<file path="src/rtl/pwr_sup_pkg.sv">
package pwr_sup_pkg;
  typedef enum logic [1:0] {
    LVL_NORMAL  = 2'd0,
    LVL_WARN    = 2'd1,
    LVL_RESET   = 2'd2,
    LVL_BATTERY = 2'd3
  } supply_lvl_e;
endpackage

</file>
<file path="src/rtl/pwr_sync.sv">
module pwr_sync #(
  parameter int          W       = 1,
  parameter int          STAGES  = 2,
  parameter logic [W-1:0] RST_VAL = '0
) (
  input  logic         clk_i,
  input  logic         rst_ni,
  input  logic [W-1:0] d_i,
  output logic [W-1:0] q_o
);
  logic [W-1:0] stg_q [STAGES];

  always_ff @(posedge clk_i or negedge rst_ni) begin
    if (!rst_ni) begin
      for (int i = 0; i < STAGES; i++) stg_q[i] <= RST_VAL;
    end else begin
      stg_q[0] <= d_i;
      for (int i = 1; i < STAGES; i++) stg_q[i] <= stg_q[i-1];
    end
  end

  assign q_o = stg_q[STAGES-1];
endmodule

</file>
<file path="src/rtl/pwr_level_fsm.sv">
module pwr_level_fsm
  import pwr_sup_pkg::*;
(
  input  logic        clk_i,
  input  logic        rst_ni,
  input  logic        warn_s_i,
  input  logic        min_s_i,
  input  logic        bat_s_i,
  input  logic        warn_en_i,
  output supply_lvl_e lvl_o,
  output logic        warn_irq_o
);
  supply_lvl_e lvl_q, lvl_d;
  logic        irq_q;

  // deepest asserted flag wins, so impossible orderings resolve downward
  always_comb begin
    if (bat_s_i)       lvl_d = LVL_BATTERY;
    else if (min_s_i)  lvl_d = LVL_RESET;
    else if (warn_s_i) lvl_d = LVL_WARN;
    else               lvl_d = LVL_NORMAL;
  end

  always_ff @(posedge clk_i or negedge rst_ni) begin
    if (!rst_ni) begin
      lvl_q <= LVL_RESET;
      irq_q <= 1'b0;
    end else begin
      lvl_q <= lvl_d;
      irq_q <= warn_en_i && (lvl_q == LVL_NORMAL) && (lvl_d != LVL_NORMAL);
    end
  end

  assign lvl_o      = lvl_q;
  assign warn_irq_o = irq_q;

  assert_irq_single_R2: assert property (@(posedge clk_i) disable iff (!rst_ni)
    warn_irq_o |=> !warn_irq_o);

  assert_irq_leaves_normal_R4: assert property (@(posedge clk_i) disable iff (!rst_ni)
    warn_irq_o |-> (lvl_q != LVL_NORMAL));
endmodule

</file>
<file path="src/rtl/pwr_prog_debounce.sv">
module pwr_prog_debounce #(
  parameter int DEB_CYCLES = 16
) (
  input  logic clk_i,
  input  logic rst_ni,
  input  logic pin_s_i,
  output logic fall_o
);
  localparam int CNT_W = $clog2(DEB_CYCLES + 1);
  localparam logic [CNT_W-1:0] CNT_LAST = CNT_W'(DEB_CYCLES - 1);

  logic [CNT_W-1:0] cnt_q;
  logic             stable_q;
  logic             fall_q;

  always_ff @(posedge clk_i or negedge rst_ni) begin
    if (!rst_ni) begin
      cnt_q    <= '0;
      stable_q <= 1'b1;
      fall_q   <= 1'b0;
    end else begin
      fall_q <= 1'b0;
      if (pin_s_i == stable_q) begin
        cnt_q <= '0;
      end else if (cnt_q == CNT_LAST) begin
        cnt_q    <= '0;
        stable_q <= pin_s_i;
        fall_q   <= stable_q;  // accepted 1->0 only
      end else begin
        cnt_q <= cnt_q + 1'b1;
      end
    end
  end

  assign fall_o = fall_q;

  assert_boot_single_R9: assert property (@(posedge clk_i) disable iff (!rst_ni)
    fall_o |=> !fall_o);

  assert_stable_needs_count_R10: assert property (@(posedge clk_i) disable iff (!rst_ni)
    (stable_q != $past(stable_q)) |-> ($past(cnt_q) == CNT_LAST));
endmodule

</file>
<file path="src/rtl/pwr_supervisor.sv">
module pwr_supervisor
  import pwr_sup_pkg::*;
#(
  parameter int SYNC_STAGES = 2,
  parameter int DEB_CYCLES  = 16
) (
  input  logic clk_i,
  input  logic rst_ni,
  input  logic below_warn_i,
  input  logic below_min_i,
  input  logic below_bat_i,
  input  logic warn_en_i,
  input  logic rst_line_i,
  input  logic prog_ni,
  output logic warn_irq_o,
  output logic cpu_rst_o,
  output logic rst_line_drive_o,
  output logic ce_block_o,
  output logic bat_sel_o,
  output logic pf_no,
  output logic boot_req_o
);
  logic [2:0]  flags_s;
  logic [1:0]  pins_s;
  supply_lvl_e lvl;
  logic        deep_rst;
  logic        ext_rst;

  // power-up assumption: below warning and minimum until sampled
  pwr_sync #(.W(3), .STAGES(SYNC_STAGES), .RST_VAL(3'b011)) u_flag_sync (
    .clk_i (clk_i),
    .rst_ni(rst_ni),
    .d_i   ({below_bat_i, below_min_i, below_warn_i}),
    .q_o   (flags_s)
  );

  pwr_sync #(.W(2), .STAGES(SYNC_STAGES), .RST_VAL(2'b11)) u_pin_sync (
    .clk_i (clk_i),
    .rst_ni(rst_ni),
    .d_i   ({prog_ni, rst_line_i}),
    .q_o   (pins_s)
  );

  pwr_level_fsm u_level (
    .clk_i     (clk_i),
    .rst_ni    (rst_ni),
    .warn_s_i  (flags_s[0]),
    .min_s_i   (flags_s[1]),
    .bat_s_i   (flags_s[2]),
    .warn_en_i (warn_en_i),
    .lvl_o     (lvl),
    .warn_irq_o(warn_irq_o)
  );

  pwr_prog_debounce #(.DEB_CYCLES(DEB_CYCLES)) u_prog (
    .clk_i  (clk_i),
    .rst_ni (rst_ni),
    .pin_s_i(pins_s[1]),
    .fall_o (boot_req_o)
  );

  assign deep_rst         = (lvl == LVL_RESET) || (lvl == LVL_BATTERY);
  assign ext_rst          = ~pins_s[0];
  assign rst_line_drive_o = deep_rst;
  assign cpu_rst_o        = deep_rst | ext_rst;
  assign ce_block_o       = deep_rst | ext_rst;
  assign bat_sel_o        = (lvl == LVL_BATTERY);
  assign pf_no            = ~bat_sel_o;

  assert_bat_holds_reset_R7: assert property (@(posedge clk_i) disable iff (!rst_ni)
    bat_sel_o |-> (cpu_rst_o && rst_line_drive_o && !pf_no));

  assert_drive_blocks_ce_R5: assert property (@(posedge clk_i) disable iff (!rst_ni)
    rst_line_drive_o |-> (ce_block_o && cpu_rst_o));
endmodule

</file>
<file path="config.mk">
export PLATFORM = sky130hd
export DESIGN_NAME = pwr_supervisor
export DESIGN_NICKNAME = d
export VERILOG_FILES = /design/src/rtl/pwr_sup_pkg.sv /design/src/rtl/pwr_sync.sv /design/src/rtl/pwr_level_fsm.sv /design/src/rtl/pwr_prog_debounce.sv /design/src/rtl/pwr_supervisor.sv
export SDC_FILE = /design/constraint.sdc
export NUM_CORES = 1
export LEC_CHECK = 0
export BUFFER_PORTS_ARGS = -buffer_cell sky130_fd_sc_hd__buf_2
export CAP_MARGIN = 20
export CORE_MARGIN = 5
export CORE_UTILIZATION = 40
export CTS_CLUSTER_DIAMETER = 40
export DETAILED_ROUTE_END_ITERATION = 16
export MAX_ROUTING_LAYER = met4
export PLACE_DENSITY_LB_ADDON = 0.08
export SKIP_LAST_GASP = 1
export SYNTH_ARGS = -nofsm -noshare
export SYNTH_HDL_FRONTEND = slang
export SYNTH_SLANG_ARGS = --single-unit
</file>
<file path="constraint.sdc">
create_clock -name clk_i -period 2.3 [get_ports clk_i]
set_clock_uncertainty 0.2 [all_clocks]
set_input_delay 0.345 -clock clk_i [delete_from_list [all_inputs] [get_ports clk_i]]
set_output_delay 0.345 -clock clk_i [all_outputs]
set_load 0.02 [all_outputs]
</file>
==> results of run 1 <==
## power by group through the flow
| stage | registers (mW) | logic (mW) | clock network [mW] |
|---|---|---|---|
| final | 0.385 | 0.0486 | 0.158 |
| after global routing | 0.387 | 0.0557 | 0.181 |
| after detailed placement | 0.391 | 0.0424 | 0 |
| after CTS | 0.385 | 0.0503 | 0.170 |
| after floorplan | 0.389 | 0.0235 | 0 |
| after global placement | 0.391 | 0.0428 | 0 |
## final cells by class
class / count / area share
clock buffer: 3 / 0.02632
inverter: 2 / 0.008772
timing repair buffer: 20 / 0.1520
multi-input combinational: 24 / 0.1886
tap: 17 / 0.02485
sequential: 20 / 0.5994
## kinds of logic (layout without fill, tap and decap cells)
family,after synthesis,count (layout),share of synthesized area
and+or+nand+nor,18,18,0.1534
AOI/OAI and AO/OA,2,2,0.01987
adders and majority gates,1,1,0.01805
DFF,20,20,0.7401
xor gates and xnor gates,2,2,0.02528
muxes,1,1,0.01624
buffers and inverters,4,25,0.02708
## per-stage QoR
stage               utilization  cells  power [mW]
floorplan                     -     48      0.4126
global placement         0.4578     77      0.4334
detailed placement       0.4578     77      0.4331
CTS                      0.5067     86      0.6044
global route             0.5067     86      0.6243
finish                   0.5067     86      0.5911
## placed cells by master (no fill, tap or decap), drive strengths merged
cell type	count
a31oi	1
a21o	1
nor2b	1
dfrtp	10
inv	2
or2	1
ha	1
buf	14
dlygate4sd3	6
nand4b	1
nand2	3
xnor2	2
nor2	4
clkbuf	3
nand2b	3
nor3	1
nor4b	2
nand3	2
dfstp	10
mux2	1
## worst max-delay path by stage
stage,slack [ns],to,startpoint,cells past startpoint
floorplan,0.82,cpu_rst_o,u_level.lvl_o[1]$_DFF_PN1_,2
global placement,0.88,u_prog.stable_q$_DFFE_PN1P_,u_prog.cnt_q[0]$_DFF_PN0_,4
detailed placement,0.86,u_prog.stable_q$_DFFE_PN1P_,u_prog.cnt_q[0]$_DFF_PN0_,4
CTS,0.62,cpu_rst_o,u_level.lvl_o[1]$_DFF_PN1_,2
global route,0.58,cpu_rst_o,u_level.lvl_o[1]$_DFF_PN1_,2
finish,0.64,cpu_rst_o,u_level.lvl_o[1]$_DFF_PN1_,2
## registers in the layout (all words and copies together), names as in the netlist
register            cells
u_flag_sync.q_o         3
u_flag_sync.stg_q       3
u_level.lvl_o           2
u_level.warn_irq_o      1
u_pin_sync.q_o          2
u_pin_sync.stg_q        2
u_prog.cnt_q            5
u_prog.fall_o           1
u_prog.stable_q         1
## layer usage
layer,GRT usage,share of wire,up-vias
li1,-,-,199
met1,0.1140,0.48,176
met2,0.1229,0.46,10
met3,0.03725,0.061,0
met4,0.03930,0,0
met5,-,0,-
## critical path: cells and delay by family (launching register included)
kind | cells | cell delay, ns
buf+inv | 1 | 0.16
flops | 1 | 0.56
simple gates | 1 | 0.11
## timing repair
item,4_1_cts,5_1_grt
hold buffers,6,0
setup endpoints to repair,0,0
resized for setup,0,0
hold endpoints to repair,15,0
==> impl_metrics.csv, run 1 <==
group,metric,value,unit
job,maxCapViolations,0,
floorplanning,die_width,51.63,um
timing,worst_slack,0.6450,ns
synthesis,yosysTopAreaCell,"dfstp_2",
pwr,clockPowerShare,0.267,
synthesis,synthArstFlopShare,1.000,
critical_path,rr_startpoint,"u_prog.cnt_q[0]$_DFF_PN0_",
synthesis,ys_seq_area_frac,0.7401,
global_routing,first_global_vias,394,
run_status,status,"finished, final reports clean",
pwr,p_int,459.1,uW
place,gp_congestion,0.7123,
critical_path,slowest_stage,"dfstp_2",
clock_network,clockBufferDepth,2,
layout,layout-drive-gt1-share,0.4203,
synthesis,synth_area_leaders,"dfstp_2 38%, dfrtp_1 36%, nand2b_1 2.7%",
synthesis,yosys.area.top_type_share,0.3791,
layout,fill_cells,145,
synthesis,synth_fp_nets,57,
floorplanning,start_util,0.4104,
pwr,leakagePower,0.3905,nW
place,dp_slack,0.8625,ns
place,port_buffers,14,
detailed_routing,via_per_inst,4.477,
global_routing,grt_pass1_wl,1.676,mm
detailed_routing,ant_nets,0,
timing,setup_violations,0,
detailed_routing,wl_per_cell,11.07,um
global_routing,grtUsageTotal,0.08908,
synthesis,synth_area,693.2,sq um
floorplanning,die_height,51.63,um
worst_hold_path,min_path_type,"input pin to flop",
detailed_routing,drt-total-wl,952,um
pwr,ir_drop,398.9,uV
timing,fmax,604.2,MHz
timing,fin_crit_sh,0.7196,
pwr,p_per_area,690.7,mW/mm^2
timing,worst_pin_slew,0.4226,ns
global_routing,grt_max_degree,21,
floorplanning,core_area,0.001689,sq mm
critical_path,r2r_cells,4,
timing,maxSlewViolCount,0,
layout,finish.instance_area,855.8,sq um
timing,min_period,1.655,ns
timing,maxSlewHeadroom,0.7183,
critical_path,crit_path_end_kind,"output pin",
timing,whs,0.1097,ns
clock_network,clock_latency,0.29,ns
critical_path,cp.required,1.75,ns
timing,rsz0062_at_grt,"false",
clock_network,cts_max_level,1,
synthesis,synth-seq-cells,20,
worst_hold_path,hp-start,"warn_en_i",
synthesis,synth_common_cells,"10 x dfrtp_1, 10 x dfstp_2, 3 x nand2_1, 3 x nand2b_1, 3 x nor2_1",
critical_path,regToRegSetupSlack,0.84,ns
layout,area_growth,23.47,%
critical_path,cp_max_fo,4,
layout,regArea,513.0,sq um
synthesis,syn_inst,48,
synthesis,synth_flop_cell,"dfstp_2",
pwr,pwr-share-seq,0.651,
layout,multi_input_area,161.4,sq um
floorplanning,io_pins,15,
pwr,combPwrFrac,0.082,
pwr,p_switching,132.0,uW
timing,finalSetupTns,0,ns
synthesis,yosysWarningCount,0,
layout,antennaDiodeCount,0,
critical_path,cpPeakStageDelay,0.56,ns
critical_path,r2r-end,"u_prog.stable_q$_DFFE_PN1P_",
synthesis,avgSynthCellArea,14.44,sq um
detailed_routing,drc,0,
clock_network,cts_inserted_buffers,3,
detailed_routing,firstDrtPassIters,3,
critical_path,critical_path_class,"flop to output pin",
worst_hold_path,hold_path_depth,2,
layout,num-nets-final,80,
timing,hold_viol,0,
worst_hold_path,whs_endpoint,"u_level.warn_irq_o$_DFF_PN0_",
clock_network,cts_tree,"done",
floorplanning,die-area,0.002666,sq mm
global_routing,grt_antenna_before_repair,0,
synthesis,synth_edf_count,0,
detailed_routing,vias,385,
synthesis,synth_cell_types,21,
critical_path,startpoint_type,"flop",
clock_network,cts.clk_slew.worst_paths,0.10,ns
place,dpl.hpwl,653.4,um
place,dpl_cell_area,773.2,sq um
critical_path,arrival,1.11,ns
critical_path,crit_chain,"nand2b_1 -> buf_2",
clock_network,cts.sinks,20,
floorplanning,num_rows,15,
detailed_routing,drtIter0Drc,5,
global_routing,grt_overflow,0,
clock_network,root_buffer,"clkbuf_4",
pwr,switching_share,0.2234,
clock_network,postCtsSetupRepairBufs,0,
(Power assumes the default switching activity.)
==> inputs of run 2 (changes only) <==
==> constraint.sdc (replaced) <==
create_clock -name clk_i -period 1.3 [get_ports clk_i]
set_clock_uncertainty 0.2 [all_clocks]
set_input_delay 0.195 -clock clk_i [delete_from_list [all_inputs] [get_ports clk_i]]
set_output_delay 0.195 -clock clk_i [all_outputs]
set_load 0.02 [all_outputs]
==> run 2 against run 1 <==
Against the previous run:
- the flow now finishes with violations (setup timing)
- clock power is 130% higher
- cell count is 10% higher
- sequential cell count stayed put
- non-clock buffer count is 8 higher
- critical endpoint unchanged
- largest cell class unchanged
==> impl_metrics.csv, run 2 (synthesis gave the netlist of run 1 again) <==
group,metric,value,unit
detailed_routing,via_per_inst,4.600,
critical_path,crit_chain,"nand2b_4 -> buf_6",
floorplanning,core_area,0.001689,sq mm
layout,layout-drive-gt1-share,0.5897,
layout,area_growth,50.90,%
layout,num-nets-final,88,
timing,rsz0062_at_grt,"true",
timing,worst_slack,-0.1994,ns
critical_path,arrival,1.10,ns
clock_network,cts.clk_slew.worst_paths,0.11,ns
layout,fill_cells,145,
global_routing,grt_overflow,0,
critical_path,cp.required,0.90,ns
clock_network,clockBufferDepth,2,
place,dp.cells,83,
global_routing,grt_antenna_before_repair,0,
layout,final_cells,95,
run_status,violations,"setup timing",
detailed_routing,wl_per_cell,12.13,um
pwr,p_per_area,1123,mW/mm^2
detailed_routing,drt-total-wl,1.152,mm
clock_network,cts_max_level,1,
timing,fmax,667.0,MHz
timing,maxSlewHeadroom,0.7233,
layout,utilization,0.6193,
timing,min_period,1.499,ns
layout,mostFrequentLayoutCells,"10 x buf_2, 10 x dfstp_2, 10 x dfrtp_1, 7 x dlygate4sd3_1, 6 x buf_4",
timing,worst_pin_slew,0.4151,ns
floorplanning,die_width,51.63,um
floorplanning,die_height,51.63,um
clock_network,cts_inserted_buffers,3,
critical_path,startpoint_type,"flop",
floorplanning,num_rows,15,
clock_network,root_buffer,"clkbuf_4",
critical_path,cp_max_fo,4,
floorplanning,start_util,0.4104,
critical_path,r2r_cells,4,
global_routing,first_global_vias,447,
critical_path,crit_path_end_kind,"output pin",
job,maxCapViolations,0,
place,dpl.hpwl,738.9,um
run_status,status,"finished with violations",
floorplanning,io_pins,15,
timing,maxSlewViolCount,0,
critical_path,slowest_stage,"dfstp_2",
critical_path,cpPeakStageDelay,0.57,ns
detailed_routing,firstDrtPassIters,3,
pwr,ir_drop,835.3,uV
timing,fin_crit_sh,1.153,
clock_network,clock_latency,0.29,ns
detailed_routing,vias,437,
place,port_buffers,14,
worst_hold_path,min_path_type,"input pin to async pin",
pwr,fin_total_pwr,1.174,mW
detailed_routing,drc,0,
detailed_routing,drtIter0Drc,5,
global_routing,grt_pass1_wl,1.911,mm
layout,largest_reg_flops,5,
global_routing,grt_max_degree,21,
clock_network,cts_tree,"done",
critical_path,critical_path_class,"flop to output pin",
layout,regArea,513.0,sq um
timing,setup_violations,6,
clock_network,cts.sinks,20,
layout,multi_input_area,246.5,sq um
layout,largest_register,"u_prog.cnt_q",
layout,antennaDiodeCount,0,
timing,whs,0.1515,ns
place,gp_congestion,0.7424,
global_routing,grtUsageTotal,0.1011,
critical_path,regToRegSetupSlack,-0.03,ns
timing,hold_viol,0,
detailed_routing,ant_nets,0,
pwr,leakagePower,0.4662,nW
floorplanning,die-area,0.002666,sq mm
run 2: cell types whose count changed in the layout (fill, tap and decap cells not counted), moves of 2 or more:
| cell | delta |
|---|---|
| buf_4 | +6 |
| buf_6 | +5 |
| buf_2 | -4 |
| nand2b_1 | -2 |
| nand2b_4 | +2 |
run 2: layout make-up:
| cell class | count | area share |
|---|---|---|
| well taps | 17 | 0.02033 |
| clock buffers | 4 | 0.03469 |
| multi-input cells | 24 | 0.2356 |
| repair buffers | 28 | 0.2117 |
| flip-flops and latches | 20 | 0.4904 |
| inverters | 2 | 0.007177 |
run 2: worst max-delay path: cells and delay by family, from the launching register on:
family | cells | cell delay [ns]
AND/OR/NAND/NOR | 1 | 0.13
flip-flops | 1 | 0.57
buffers and inverters | 1 | 0.11
run 2: worst paths after layout:
path	start	to
max reg2reg	u_prog.cnt_q[1]$_DFF_PN0_	u_prog.stable_q$_DFFE_PN1P_
max in group asynchronous	rst_ni	u_flag_sync.q_o[1]$_DFF_PN1_
min	rst_ni	u_prog.cnt_q[3]$_DFF_PN0_
min in group clk_i	u_flag_sync.stg_q[5]$_DFF_PN0_	u_flag_sync.q_o[2]$_DFF_PN0_
max	u_level.lvl_o[1]$_DFF_PN1_	cpu_rst_o
min reg2reg	u_flag_sync.stg_q[5]$_DFF_PN0_	u_flag_sync.q_o[2]$_DFF_PN0_
run 2: metal layers:
metal	global-route usage	vias to the layer above	wire, um	part of all wire
met1	0.1289	209	507	0.44
met3	0.03438	0	50	0.043
met5	-	-	0	0
met2	0.1547	9	594	0.52
met4	0.02620	0	0	0
li1	-	219	-	-
run 2: repair_timing:
item / CTS / global route
buffers inserted: 1 / 0
endpoints found under the setup margin: 7 / 10
endpoints found under the hold margin: 26 / 0
hold buffers: 7 / 0
resized for setup: 10 / 12
pin swaps: 0 / 2
run 2: power by group:
part | total [mW] | internal [mW] | switching, mW | leakage, nW
logic | 0.133 | 0.0756 | 0.0575 | 0.211
clock network | 0.357 | 0.170 | 0.186 | 0.0210
registers | 0.685 | 0.663 | 0.0219 | 0.234
run 2: per-stage QoR:
step | instance area [sq um] | setup slack, ns | TNS (ns)
detailed placement | 823.3 | -0.04822 | -0.06246
global placement | 823.3 | -0.002356 | -0.002356
finish | 1046 | -0.1994 | -0.8861
floorplan | 698.2 | -0.05326 | -0.05326
CTS | 975.9 | -0.2078 | -0.9577
global route | 1046 | -0.2557 | -1.346
==> inputs of run 3 (changes only) <==
==> constraint.sdc (replaced) <==
create_clock -name clk_i -period 1.9 [get_ports clk_i]
set_clock_uncertainty 0.2 [all_clocks]
set_input_delay 0.285 -clock clk_i [delete_from_list [all_inputs] [get_ports clk_i]]
set_output_delay 0.285 -clock clk_i [all_outputs]
set_load 0.02 [all_outputs]
==> run 3 against run 2 <==
Against the previous run:
- the run now ends clean
- combinational power fell by 56%
- sequential share of layout area rose by 11 points
- first-iteration DRC count down 20%
- count of clock-buffer cells in the layout decreased by 1
- setup slack better by 0.50 ns
- final area down 18%
- global-route usage fell by 1.2 points
- critical path depth unchanged
- power shrank 39%
- core utilization decreased by 11 points
- critical path type unchanged
==> impl_metrics.csv, run 3 (synthesis gave the netlist of run 1 again) <==
group,metric,value,unit
run_status,status,"finished, final reports clean",
pwr,switching_share,0.2238,
timing,rsz0062_at_grt,"false",
critical_path,crit_chain,"nand2b_1 -> buf_2",
pwr,pwr-share-seq,0.650,
global_routing,grt_pass1_wl,1.676,mm
worst_hold_path,whs_endpoint,"u_level.warn_irq_o$_DFF_PN0_",
timing,whs,0.04940,ns
floorplanning,io_pins,15,
place,dpl.hpwl,652.9,um
layout,layout_commonest_cell,"buf_2",
layout,fill_cells,147,
detailed_routing,vias,384,
global_routing,grtUsageTotal,0.08908,
critical_path,critical_path_class,"flop to output pin",
worst_hold_path,hold_path_depth,2,
layout,largest_register,"u_prog.cnt_q",
worst_hold_path,hp-start,"warn_en_i",
timing,fmax,626.2,MHz
layout,antennaDiodeCount,0,
clock_network,root_buffer,"clkbuf_4",
pwr,p_per_area,836.5,mW/mm^2
pwr,p_switching,160.2,uW
detailed_routing,drt-met1-wl,448,um
clock_network,cts_max_level,1,
critical_path,regToRegSetupSlack,0.46,ns
pwr,fin_total_pwr,715.9,uW
floorplanning,num_rows,15,
global_routing,grt_max_degree,21,
critical_path,r2r_cells,4,
pwr,ir_drop,481.7,uV
timing,min_period,1.597,ns
detailed_routing,drtIter0Drc,4,
floorplanning,die-area,0.002666,sq mm
global_routing,grt_antenna_before_repair,0,
clock_network,cts_tree,"done",
worst_hold_path,min_path_type,"input pin to flop",
clock_network,clockBufferDepth,2,
critical_path,cp_max_fo,4,
floorplanning,start_util,0.4104,
layout,multi_input_area,161.4,sq um
layout,regArea,513.0,sq um
critical_path,arrival,1.11,ns
place,gp_congestion,0.6929,
clock_network,postCtsSetupRepairBufs,0,
detailed_routing,top_layer,"met3",
detailed_routing,ant_nets,0,
clock_network,cts.clk_slew.worst_paths,0.10,ns
job,maxCapViolations,0,
critical_path,slowest_stage,"dfstp_2",
critical_path,crit_path_end_kind,"output pin",
place,dp_slack,0.4625,ns
timing,finalSetupTns,0,ns
detailed_routing,wl_per_cell,10.88,um
timing,setup_violations,0,
layout,num-nets-final,80,
critical_path,startpoint_type,"flop",
critical_path,rr_startpoint,"u_prog.cnt_q[0]$_DFF_PN0_",
clock_network,clock_latency,0.29,ns
pwr,clockPowerShare,0.268,
place,dpl_cell_area,773.2,sq um
pwr,p_int,555.7,uW
timing,hold_viol,0,
layout,largest_reg_flops,5,
global_routing,first_global_vias,398,
timing,maxSlewViolCount,0,
pwr,leakagePower,0.3905,nW
timing,worst_slack,0.3031,ns
pwr,combPwrFrac,0.082,
floorplanning,die_width,51.63,um
place,port_buffers,14,
layout,finish.instance_area,855.8,sq um
clock_network,cts.sinks,20,
detailed_routing,drt-total-wl,936,um
global_routing,grt_overflow,0,
layout,layout-drive-gt1-share,0.4203,
floorplanning,core_area,0.001689,sq mm
critical_path,r2r-end,"u_prog.stable_q$_DFFE_PN1P_",
timing,fin_crit_sh,0.8405,
clock_network,cts_inserted_buffers,3,
timing,maxSlewHeadroom,0.7133,
detailed_routing,via_per_inst,4.465,
critical_path,cp.required,1.41,ns
critical_path,cpPeakStageDelay,0.56,ns
timing,worst_pin_slew,0.4300,ns
detailed_routing,drc,0,
detailed_routing,firstDrtPassIters,2,
detailed_routing,wl_met3,57,um
layout,area_growth,23.47,%
layout,mostFrequentLayoutCells,"14 x buf_2, 10 x dfstp_2, 10 x dfrtp_1, 6 x dlygate4sd3_1",
detailed_routing,wl_met2,430,um
floorplanning,die_height,51.63,um
-- run 3: changes by cell type in the layout (fill, tap and decap cells not counted), sizes merged --
cell | before | now
clkbuf | 4 | 3
buf | 21 | 14
dlygate4sd3 | 7 | 6
-- run 3: worst max-delay path, delay by kind of cell, from the launching register on --
family | cells | cell delay [ns]
buffers and inverters | 1 | 0.16
flip-flops | 1 | 0.56
AND/OR/NAND/NOR | 1 | 0.11
-- run 3: repair_timing --
item,in CTS,in global routing
resized for setup,0,0
hold endpoints to repair,15,0
endpoints found under the setup margin,0,0
hold buffers,6,0
-- run 3: layout make-up --
type | instances | area share
Sequential cell | 20 | 0.5994
Multi-Input combinational cell | 24 | 0.1886
Timing Repair Buffer | 20 | 0.1520
Clock buffer | 3 | 0.02632
Tap cell | 17 | 0.02485
Inverter | 2 | 0.008772
-- run 3: worst max-delay path by stage --
stage	startpoint	endpoint	slack [ns]
2_1_floorplan	u_level.lvl_o[1]$_DFF_PN1_	cpu_rst_o	0.48
3_3_place_gp	u_prog.cnt_q[0]$_DFF_PN0_	u_prog.stable_q$_DFFE_PN1P_	0.48
3_5_place_dp	u_prog.cnt_q[0]$_DFF_PN0_	u_prog.stable_q$_DFFE_PN1P_	0.46
4_1_cts	u_level.lvl_o[1]$_DFF_PN1_	cpu_rst_o	0.28
5_1_grt	u_level.lvl_o[1]$_DFF_PN1_	cpu_rst_o	0.24
6_report	u_level.lvl_o[1]$_DFF_PN1_	cpu_rst_o	0.30
-- run 3: metal layers --
| layer | vias to the layer above | GRT usage |
|---|---|---|
| met5 | - | - |
| met2 | 10 | 0.1271 |
| li1 | 197 | - |
| met3 | 0 | 0.03725 |
| met4 | 0 | 0.03930 |
| met1 | 177 | 0.1103 |
-- run 3: power by group through the flow --
stage	logic [mW]	clock network [mW]	registers [mW]
after CTS	0.0609	0.205	0.466
after global placement	0.0518	0	0.473
after detailed placement	0.0513	0	0.473
after global routing	0.0675	0.220	0.469
after floorplan	0.0285	0	0.471
final	0.0590	0.192	0.465
-- run 3: metrics by stage --
step                utilization  std cells
global route             0.5067         86
floorplan                     -         48
global placement         0.4578         77
CTS                      0.5067         86
detailed placement       0.4578         77
finish                   0.5067         86
